<file path="src/rtl/chk_seq_pkg.sv">
// Shared types for the checker sequencer.
// Assumes: nothing; pure type definitions.
package chk_seq_pkg;

    // Controller phase: idle, comparing core results, or self-executing.
    typedef enum logic [1:0] {
        SEQ_IDLE  = 2'd0,
        SEQ_CHECK = 2'd1,
        SEQ_EXEC  = 2'd2
    } seq_state_e;

endpackage

</file>
<file path="src/rtl/chk_done_timer.sv">
// Completion timer: counts stall-free cycles of the current instruction and
// flags the cycle in which the result is final.
// Assumes: active drops or done fires before the count can wrap; CHK_LAT and
// EXE_LAT are at least 1.
module chk_done_timer #(
    parameter int CHK_LAT = 2,
    parameter int EXE_LAT = 3
) (
    input  logic clk,
    input  logic rst_n,
    input  logic active_i,
    input  logic exec_i,
    input  logic hold_i,
    output logic done_o
);
    localparam int LAT_MAX = (CHK_LAT > EXE_LAT) ? CHK_LAT : EXE_LAT;
    localparam int CNT_W   = (LAT_MAX > 1) ? $clog2(LAT_MAX) : 1;
    localparam logic [CNT_W-1:0] CHK_END = CNT_W'(CHK_LAT - 1);
    localparam logic [CNT_W-1:0] EXE_END = CNT_W'(EXE_LAT - 1);

    logic [CNT_W-1:0] cnt_q;
    logic [CNT_W-1:0] end_sel;

    // Pick the terminal count for the current mode and decode completion.
    always_comb begin
        end_sel = exec_i ? EXE_END : CHK_END;
        done_o  = active_i && !hold_i && (cnt_q == end_sel);
    end

    // Count stall-free cycles; clear when idle or once complete.
    always_ff @(posedge clk) begin
        if (!rst_n) begin
            cnt_q <= '0;
        end else if (!active_i || done_o) begin
            cnt_q <= '0;
        end else if (!hold_i) begin
            cnt_q <= cnt_q + CNT_W'(1);
        end
    end

endmodule

</file>
<file path="src/rtl/chk_progress_wdog.sv">
// Forward-progress watchdog: counts cycles since the last commit and reports
// expiry once WDOG_LIMIT-1 cycles have passed. Saturates while expired.
// Assumes: WDOG_LIMIT >= 2; the caller clears it on commit and while the
// checker is self-executing.
module chk_progress_wdog #(
    parameter int WDOG_LIMIT = 256
) (
    input  logic clk,
    input  logic rst_n,
    input  logic clear_i,
    output logic expired_o
);
    localparam int WD_W = (WDOG_LIMIT > 2) ? $clog2(WDOG_LIMIT) : 1;
    localparam logic [WD_W-1:0] WD_END = WD_W'(WDOG_LIMIT - 1);

    logic [WD_W-1:0] cnt_q;

    // Expiry is the saturated terminal count.
    assign expired_o = (cnt_q == WD_END);

    // Advance once per cycle until expiry; restart on clear.
    always_ff @(posedge clk) begin
        if (!rst_n) begin
            cnt_q <= '0;
        end else if (clear_i) begin
            cnt_q <= '0;
        end else if (!expired_o) begin
            cnt_q <= cnt_q + WD_W'(1);
        end
    end

endmodule

</file>
<file path="src/rtl/chk_seq_fsm.sv">
// Three-phase controller (idle / check / execute) with registered one-cycle
// strobes for commit, core flush and register-file rollback. Inside execute a
// flag records that the rollback was requested and the ack is awaited.
// Assumes: done_i is only meaningful while not waiting for the ack.
module chk_seq_fsm
    import chk_seq_pkg::*;
(
    input  logic       clk,
    input  logic       rst_n,
    input  logic       new_instr_i,
    input  logic       all_ok_i,
    input  logic       done_i,
    input  logic       wd_expired_i,
    input  logic       rb_ack_i,
    output seq_state_e state_o,
    output logic       rb_wait_o,
    output logic       commit_now_o,
    output logic       commit_o,
    output logic       flush_o,
    output logic       rollback_o
);
    seq_state_e state_q, state_d;
    logic       rb_q, rb_d;
    logic       commit_q, flush_q, rollback_q;
    logic       commit_d, flush_d, rollback_d;

    // Next phase and strobe decisions.
    always_comb begin
        state_d    = state_q;
        rb_d       = rb_q;
        commit_d   = 1'b0;
        flush_d    = 1'b0;
        rollback_d = 1'b0;
        unique case (state_q)
            SEQ_IDLE: begin
                if (new_instr_i) begin
                    state_d = SEQ_CHECK;
                end else if (wd_expired_i) begin
                    state_d = SEQ_EXEC;
                    flush_d = 1'b1;
                end
            end
            SEQ_CHECK: begin
                if (done_i) begin
                    if (all_ok_i) begin
                        commit_d = 1'b1;
                        state_d  = new_instr_i ? SEQ_CHECK : SEQ_IDLE;
                    end else begin
                        state_d = SEQ_EXEC;
                        flush_d = 1'b1;
                    end
                end
            end
            SEQ_EXEC: begin
                if (rb_q) begin
                    if (rb_ack_i) begin
                        rb_d     = 1'b0;
                        commit_d = 1'b1;
                        state_d  = new_instr_i ? SEQ_CHECK : SEQ_IDLE;
                    end
                end else if (done_i) begin
                    rb_d       = 1'b1;
                    rollback_d = 1'b1;
                end
            end
            default: begin
                state_d = SEQ_IDLE;
                rb_d    = 1'b0;
            end
        endcase
    end

    // Phase, ack-wait flag and output strobes.
    always_ff @(posedge clk) begin
        if (!rst_n) begin
            state_q    <= SEQ_IDLE;
            rb_q       <= 1'b0;
            commit_q   <= 1'b0;
            flush_q    <= 1'b0;
            rollback_q <= 1'b0;
        end else begin
            state_q    <= state_d;
            rb_q       <= rb_d;
            commit_q   <= commit_d;
            flush_q    <= flush_d;
            rollback_q <= rollback_d;
        end
    end

    assign state_o      = state_q;
    assign rb_wait_o    = rb_q;
    assign commit_now_o = commit_d;
    assign commit_o     = commit_q;
    assign flush_o      = flush_q;
    assign rollback_o   = rollback_q;

endmodule

</file>
<file path="src/rtl/chk_sequencer.sv">
// Top of the checker control sequencer. Combines the per-stage correctness
// bits and stall lines, runs the completion timer and progress watchdog, and
// drives the controller that commits, flushes and requests rollback.
// Assumes: inputs are synchronous to clk; stage_ok_i is stable in the
// completing cycle.
module chk_sequencer
    import chk_seq_pkg::*;
#(
    parameter int N_STAGES   = 4,
    parameter int N_STALL    = 2,
    parameter int CHK_LAT    = 2,
    parameter int EXE_LAT    = 3,
    parameter int WDOG_LIMIT = 256
) (
    input  logic                clk,
    input  logic                rst_n,
    input  logic                new_instr_i,
    input  logic [N_STAGES-1:0] stage_ok_i,
    input  logic [N_STALL-1:0]  mem_stall_i,
    input  logic                rollback_done_i,
    output logic                commit_o,
    output logic                exec_mode_o,
    output logic                core_flush_o,
    output logic                rf_rollback_o
);
    seq_state_e state;
    logic       rb_wait;
    logic       commit_now;
    logic       all_ok;
    logic       any_stall;
    logic       timer_active;
    logic       in_exec;
    logic       done;
    logic       wd_expired;
    logic       wd_clear;

    // Combine stage results and stall lines; derive timer and watchdog controls.
    always_comb begin
        all_ok       = &stage_ok_i;
        any_stall    = |mem_stall_i;
        in_exec      = (state == SEQ_EXEC);
        timer_active = (state != SEQ_IDLE) && !rb_wait;
        wd_clear     = commit_now || in_exec;
    end

    chk_done_timer #(
        .CHK_LAT (CHK_LAT),
        .EXE_LAT (EXE_LAT)
    ) u_timer (
        .clk      (clk),
        .rst_n    (rst_n),
        .active_i (timer_active),
        .exec_i   (in_exec),
        .hold_i   (any_stall),
        .done_o   (done)
    );

    chk_progress_wdog #(
        .WDOG_LIMIT (WDOG_LIMIT)
    ) u_wdog (
        .clk       (clk),
        .rst_n     (rst_n),
        .clear_i   (wd_clear),
        .expired_o (wd_expired)
    );

    chk_seq_fsm u_fsm (
        .clk          (clk),
        .rst_n        (rst_n),
        .new_instr_i  (new_instr_i),
        .all_ok_i     (all_ok),
        .done_i       (done),
        .wd_expired_i (wd_expired),
        .rb_ack_i     (rollback_done_i),
        .state_o      (state),
        .rb_wait_o    (rb_wait),
        .commit_now_o (commit_now),
        .commit_o     (commit_o),
        .flush_o      (core_flush_o),
        .rollback_o   (rf_rollback_o)
    );

    assign exec_mode_o = in_exec;

endmodule

</file>
<file path="config.mk">
export PLATFORM = sky130hd
export DESIGN_NAME = chk_sequencer
export DESIGN_NICKNAME = d
export VERILOG_FILES = /design/src/rtl/chk_seq_pkg.sv /design/src/rtl/chk_done_timer.sv /design/src/rtl/chk_progress_wdog.sv /design/src/rtl/chk_seq_fsm.sv /design/src/rtl/chk_sequencer.sv
export SDC_FILE = /design/constraint.sdc
export NUM_CORES = 1
export LEC_CHECK = 0
export BUFFER_PORTS_ARGS = -buffer_cell sky130_fd_sc_hd__buf_2
export CAP_MARGIN = 10
export CORE_UTILIZATION = 43
export DETAILED_ROUTE_END_ITERATION = 10
export GPL_ROUTABILITY_DRIVEN = 0
export PLACE_DENSITY_LB_ADDON = 0.2
export SYNTH_ARGS = -nofsm -noshare
export SYNTH_HDL_FRONTEND = slang
export SYNTH_SLANG_ARGS = --single-unit
</file>
<file path="constraint.sdc">
create_clock -name clk -period 1.8 [get_ports clk]
set_clock_uncertainty 0.05 [all_clocks]
set_input_delay 0.27 -clock clk [delete_from_list [all_inputs] [get_ports clk]]
set_output_delay 0.27 -clock clk [all_outputs]
set_load 0.02 [all_outputs]
</file>
==> run_results.csv, run 1 <==
group,metric,value,unit
clocking,cts-hold-fix-buffers,0,
placement,dp_hpwl,1230,microns
floorplanning,io_pins,14,
critical_path,path_max_fanout,8,
sta,timing.final.hold_violations,0,
route,via_count,734,
sta,tightest_slew,459,ps
grt,gr-total-overflow,0,
synth,ys.warnings.count,0,
critical_path,slowest_stage,"a221oi_4",
critical_path,worstSetupStartpointType,"register",
floorplanning,core_area,1820,sq um
finish,antenna_cells,0,
finish,fin_nets,131,
floorplanning,dieArea,2220,sq um
critical_path,required,1970,ps
pwr,p_total,1.12,mW
route,ant_nets,0,
grt,grt_pass1_wl,2440,microns
finish,drive_above_1_share,23.5,%
floorplanning,start_util,48.0,%
route,wl_met1,721,microns
synth,synth_top_area_cell,"dfxtp_1",
sta,fin_crit_sh,92.4,%
synth,synth_top_area_share,36.6,%
sta,fin_ws,136,ps
route,routed_via_density,5.24,
critical_path,critPathTopFamily,"compound AO/OA/AOI/OAI gates",
sta,slew_headroom,69.2,%
floorplanning,die_w,47.1,microns
route,drt-initial-drc-count,9,
outcome,status,"complete, no violations",
placement,post-place-ws,48.7,ps
critical_path,cpPeakStageDelay,340,ps
critical_path,cp_cell_sequence,"inv_1 -> ha_4 -> and3b_1 -> o211ai_4 -> a221oi_4 -> mux2i_1",
pwr,vdd_drop_max,0.609,mV
synth,seq_area_frac_synth,36.6,%
clocking,cts_made_buffers,3,
synth,syn_avg_cell_area,9.02,sq um
grt,grt_pass1_vias,612,
synth,ys_async_sr_fraction,0,%
critical_path,critical_path_class,"register to register",
finish,postLayoutCellArea,1050,sq um
clocking,cts_buffer_depth,2,
finish,syn2layout_area_growth,19.6,%
critical_path,endpoint_kind,"register",
route,route.detailed.drc,0,
sta,rsz0062_at_grt,"false",
placement,portBuffers,13,
sta,setup_tns,0,ps
sta,finalSetupViolCount,0,
clocking,clockRootBuffer,"clkbuf_4",
placement,placed_cell_area,981,sq um
synth,synth_fp_nets,112,
route,wl_per_cell,11.5,microns
finish,num-fill-cells,173,
clocking,post-cts-setup-buffer-count,0,
sta,slew_violations,0,
floorplanning,row_count,15,
min_path,hold_class,"input port to register",
synth,synth-edff-count,0,
route,met3WireLength,62,microns
run,max_cap_violations,0,
synth,synth_cells,97,
synth,synth_area_leaders,"dfxtp_1, ha_1, nor2_1",
sta,period_needed,1660,ps
sta,fmax,601,MHz
synth,synth_most_common_cell,"dfxtp_1",
synth,netlist_area,875,sq um
clocking,path_clk_slew,90,ps
route,highest_layer,"met4",
clocking,clk_latency,290,ps
grt,antenna_found_initial,0,
route,wl_met2,794,microns
synth,ys.flop_type,"dfxtp_1",
clocking,tritoncts,"done",
pwr,leakage,0.421,nW
grt,grt.total_usage,16.0,%
clocking,htree_levels,1,
clocking,cts.sinks,16,
clocking,cts_resized,0,
synth,yosys_register_bits,16,
route,drt_wl_total,1600,microns
synth,synth_top_cells_by_count,"dfxtp_1, nor2_1, nand2_1",
route,drt-pass1-iter-count,4,
grt,grt_max_degree,10,
pwr,power-per-cell-area,1070,nW/um^2
synth,synthDistinctLibCells,36,
floorplanning,dieHeight,47.1,microns
critical_path,path_buf_inv,1,
critical_path,cp_data_arrival_time,1830,ps
==> layer usage <==
layer / vias up / global-route usage (%)
li1: 380 / -
met1: 334 / 17.9
met2: 16 / 27.5
met3: 4 / 5.77
met4: 0 / 6.86
met5: - / 0
==> sequential cells by signal (all words and copies together) (netlist names) <==
register          count
u_fsm.rb_wait_o       1
u_fsm.state_o         2
u_fsm.flush_o         1
u_wdog.cnt_q          8
u_timer.cnt_q         2
u_fsm.rollback_o      1
u_fsm.commit_o        1
==> final cells by class <==
type                            count  area, sq um  share of cell area (%)
Inverter                            5         18.8                    1.79
Clock buffer                        4         36.3                    3.47
Tap cell                           25         31.3                    2.99
Multi-Input combinational cell     74          551                    52.6
Timing Repair Buffer               16         87.6                    8.37
Sequential cell                    16          322                    30.7
==> worst reg2reg max path, delay by kind of cell (launching register included) <==
family	cells	cell delay, ps
flip-flops	1	320
adder cells (fa/ha/maj)	1	200
AND/OR/NAND/NOR	1	220
AO/OA/AOI/OAI	2	470
buffers and inverters	1	120
multiplexers	1	210
==> layout by cell type (no fill, tap or decap), types with 2 or more instances in the layout <==
cell type and instances:
nand2_1 7, nor3_1 3, xor2_1 3, inv_1 5
buf_2 13, a31oi_1 2, nand3_1 6, nand4_1 2
xnor2_1 2, mux2i_1 4, nor2b_1 3, dfxtp_1 15
o21ai_0 2, clkbuf_4 3, and2_1 2, ha_1 4
and3_1 2, buf_4 3, a211oi_1 2, nor2_1 11
==> report_power, final <==
| group | switching [mW] | internal (mW) |
|---|---|---|
| clock network | 0.114 | 0.123 |
| registers | 0.0365 | 0.398 |
| logic | 0.246 | 0.203 |
| total | 0.397 | 0.724 |
==> worst paths after layout <==
| check | slack [ps] | end | start | cells past startpoint |
|---|---|---|---|---|
| max | 140 | u_fsm.state_o[1]$_SDFFE_PN0P_ | u_fsm.state_o[0]$_SDFFE_PN0P_ | 6 |
| min | 230 | u_fsm.rollback_o$_SDFF_PP0_ | rst_n | 3 |
| max reg2reg | 140 | u_fsm.state_o[1]$_SDFFE_PN0P_ | u_fsm.state_o[0]$_SDFFE_PN0P_ | 6 |
| min reg2reg | 450 | u_fsm.state_o[1]$_SDFFE_PN0P_ | u_fsm.state_o[1]$_SDFFE_PN0P_ | 2 |
==> stage by stage <==
| stage | utilization (%) | hold WS (ps) | instances |
|---|---|---|---|
| global placement | 53.9 | 438 | 136 |
| finish | 57.5 | 232 | 140 |
| floorplan | - | 400 | 97 |
| CTS | 55.9 | 215 | 140 |
| detailed placement | 53.9 | 442 | 136 |
| global route | 57.5 | 212 | 140 |
==> logic make-up (layout without fill, tap and decap cells) <==
kind of cell	count (synthesis)	count (layout)	synth area share, %
AND/OR/NAND/NOR	43	43	25.5
AO/OA/AOI/OAI	17	17	17.3
flip-flops	16	16	36.6
buffers and inverters	7	25	3.86
adder cells (fa/ha/maj)	5	5	7.15
XOR/XNOR	5	5	5.01
multiplexers	4	4	4.58
(Power assumes the default switching activity.)
==> run 2: changes to the inputs <==
--- a/config.mk
+++ b/config.mk
@@ -7,9 +7,11 @@
 export LEC_CHECK = 0
 export BUFFER_PORTS_ARGS = -buffer_cell sky130_fd_sc_hd__buf_2
 export CAP_MARGIN = 10
+export CORE_ASPECT_RATIO = 0.75
 export CORE_UTILIZATION = 43
 export DETAILED_ROUTE_END_ITERATION = 10
 export GPL_ROUTABILITY_DRIVEN = 0
+export GPL_TIMING_DRIVEN = 0
 export PLACE_DENSITY_LB_ADDON = 0.2
 export SYNTH_ARGS = -nofsm -noshare
 export SYNTH_HDL_FRONTEND = slang
==> run 2 against run 1 <==
  * Largest power group is now sequential cells
  * Final cell count down 3.6%
  * Design area down 1.8%
  * First-iteration DRC count rose to 2.9 times the previous value
  * Utilization down 1.1 points
  * Non-clock buffer count down 1
  * Die area about the same
  * Global-route usage up 1.9 points
  * Worst setup slack worse by 56 ps
  * Critical path depth unchanged
  * Maximum frequency down 3.2%
  * Via count up 1.5%
==> run_results.csv, run 2 (synthesized netlist as in run 1, its figures left out) <==
group,metric,value,unit
critical_path,critical_path_class,"register to register",
grt,antenna_found_initial,0,
floorplanning,die_w,54.1,microns
clocking,cts_made_buffers,3,
placement,portBuffers,12,
clocking,htree_levels,1,
finish,top_register,"u_wdog.cnt_q",
floorplanning,start_util,48.0,%
finish,fin_nets,130,
run,max_cap_violations,0,
floorplanning,io_pins,14,
pwr,vdd_drop_max,0.706,mV
route,drt-initial-drc-count,26,
critical_path,worstSetupStartpointType,"register",
pwr,power-per-cell-area,1030,nW/um^2
pwr,leakage,0.407,nW
sta,timing.final.hold_violations,0,
clocking,path_clk_slew,90,ps
sta,period_needed,1720,ps
finish,largest_reg_flops,8,
clocking,clk_latency,290,ps
critical_path,cpPeakStageDelay,350,ps
grt,gr-total-overflow,0,
finish,antenna_cells,0,
floorplanning,core_area,1820,sq um
grt,grt_pass1_wl,2660,microns
clocking,clockRootBuffer,"clkbuf_4",
grt,grtUsageMet2,28.1,%
critical_path,critPathTopFamily,"compound AO/OA/AOI/OAI gates",
finish,drive_above_1_share,23.0,%
placement,post-place-ws,-78.9,ps
critical_path,path_buf_inv,1,
grt,grtUsageMet3,7.78,%
route,route.detailed.drc,0,
pwr,comb_power_share,40.5,%
route,routed_via_density,5.52,
clocking,cts_buffer_depth,2,
min_path,hold_class,"input port to register",
sta,fin_ws,80.5,ps
pwr,p_seq_share,41.9,%
floorplanning,dieHeight,41.1,microns
sta,finalSetupViolCount,0,
pwr,clockPowerShare,17.6,%
clocking,cts-hold-fix-buffers,0,
floorplanning,dieArea,2220,sq um
route,drt-pass1-iter-count,5,
outcome,status,"complete, no violations",
grt,grt.busiest_layer,"met2",
finish,layout_commonest_cell,"dfxtp_1",
sta,slew_headroom,63.9,%
grt,grt_pass1_vias,588,
pwr,switchingPower,393,uW
clocking,cts.sinks,16,
placement,dp_hpwl,1240,microns
grt,grt_max_degree,10,
grt,grtUsageMet1,24.4,%
finish,syn2layout_area_growth,17.5,%
critical_path,cp_data_arrival_time,1880,ps
route,via_count,745,
critical_path,required,1970,ps
critical_path,path_max_fanout,7,
route,wl_per_cell,12.2,microns
pwr,switching_share,37.0,%
sta,tightest_slew,536,ps
critical_path,slowest_stage,"dfxtp_2",
route,ant_nets,0,
pwr,intPower,670,uW
critical_path,r2r_setup_slack,80,ps
sta,slew_violations,0,
sta,fin_crit_sh,95.5,%
route,drt_wl_total,1650,microns
grt,grt.total_usage,18.0,%
sta,rsz0062_at_grt,"false",
sta,setup_tns,0,ps
clocking,tritoncts,"done",
critical_path,endpoint_kind,"register",
sta,fmax,582,MHz
critical_path,cp_cell_sequence,"inv_1 -> ha_4 -> and3b_1 -> o211ai_4 -> a221oi_4 -> mux2i_1",
floorplanning,row_count,13,
finish,layout_common_cells,"dfxtp_1, buf_2, nor2_1, nand2_1, nand3_1",
## run 2: final timing paths
check | start | endpoint | cells after the start
setup / recovery | u_fsm.state_o[0]$_SDFFE_PN0P_ | u_fsm.state_o[1]$_SDFFE_PN0P_ | 6
hold / removal | new_instr_i | u_fsm.state_o[0]$_SDFFE_PN0P_ | 3
setup reg to reg | u_fsm.state_o[0]$_SDFFE_PN0P_ | u_fsm.state_o[1]$_SDFFE_PN0P_ | 6
hold reg to reg | u_fsm.state_o[0]$_SDFFE_PN0P_ | u_fsm.state_o[0]$_SDFFE_PN0P_ | 2
## run 2: worst register-to-register path, delay by kind of cell, from the launching register on
kind,cells,cell delay (ps)
buffers and inverters,1,120
muxes,1,220
and+or+nand+nor,1,220
adders and majority gates,1,200
AOI/OAI and AO/OA,2,490
DFF,1,350
## run 2: per-layer routing
layer / up-vias / wire, microns
met5: - / 0
met4: 0 / 0
met3: 0 / 116
met2: 27 / 671
met1: 339 / 856
li1: 379 / -
## run 2: repair_timing
item / 4_1_cts / 5_1_grt
pin swaps: 0 / 3
gates cloned: 0 / 0
buffers inserted: 0 / 1
gates resized for setup: 7 / 0
endpoints found under the setup margin: 10 / 2
## run 2: per-stage QoR
step                area (sq um)  std cells  util, %  power [mW]  hold WS (ps)
finish                      1030        135     56.4        1.06           231
global placement             965        131     53.0       0.811           439
global route                1030        135     56.4        1.15           222
floorplan                    877         97        -       0.740           400
CTS                         1020        134     56.0        1.06           219
detailed placement           965        131     53.0       0.823           448
## run 2: area by class of cell
| cell class | count | area (sq um) |
|---|---|---|
| tap | 22 | 27.5 |
| timing repair buffer | 13 | 67.6 |
| multi-input combinational | 74 | 553 |
| sequential | 16 | 323 |
| inverter | 5 | 18.8 |
| fill | 171 | 795 |
| buffer | 2 | 15.0 |
| clock buffer | 3 | 22.5 |
## run 2: power groups by stage
stage          sequential [mW]  combinational, mW  clock (mW)
3_5_place_dp             0.445              0.378           0
4_1_cts                  0.444              0.418       0.194
3_3_place_gp             0.440              0.370           0
2_1_floorplan            0.434              0.306           0
5_1_grt                  0.454              0.481       0.216
6_report                 0.446              0.431       0.187
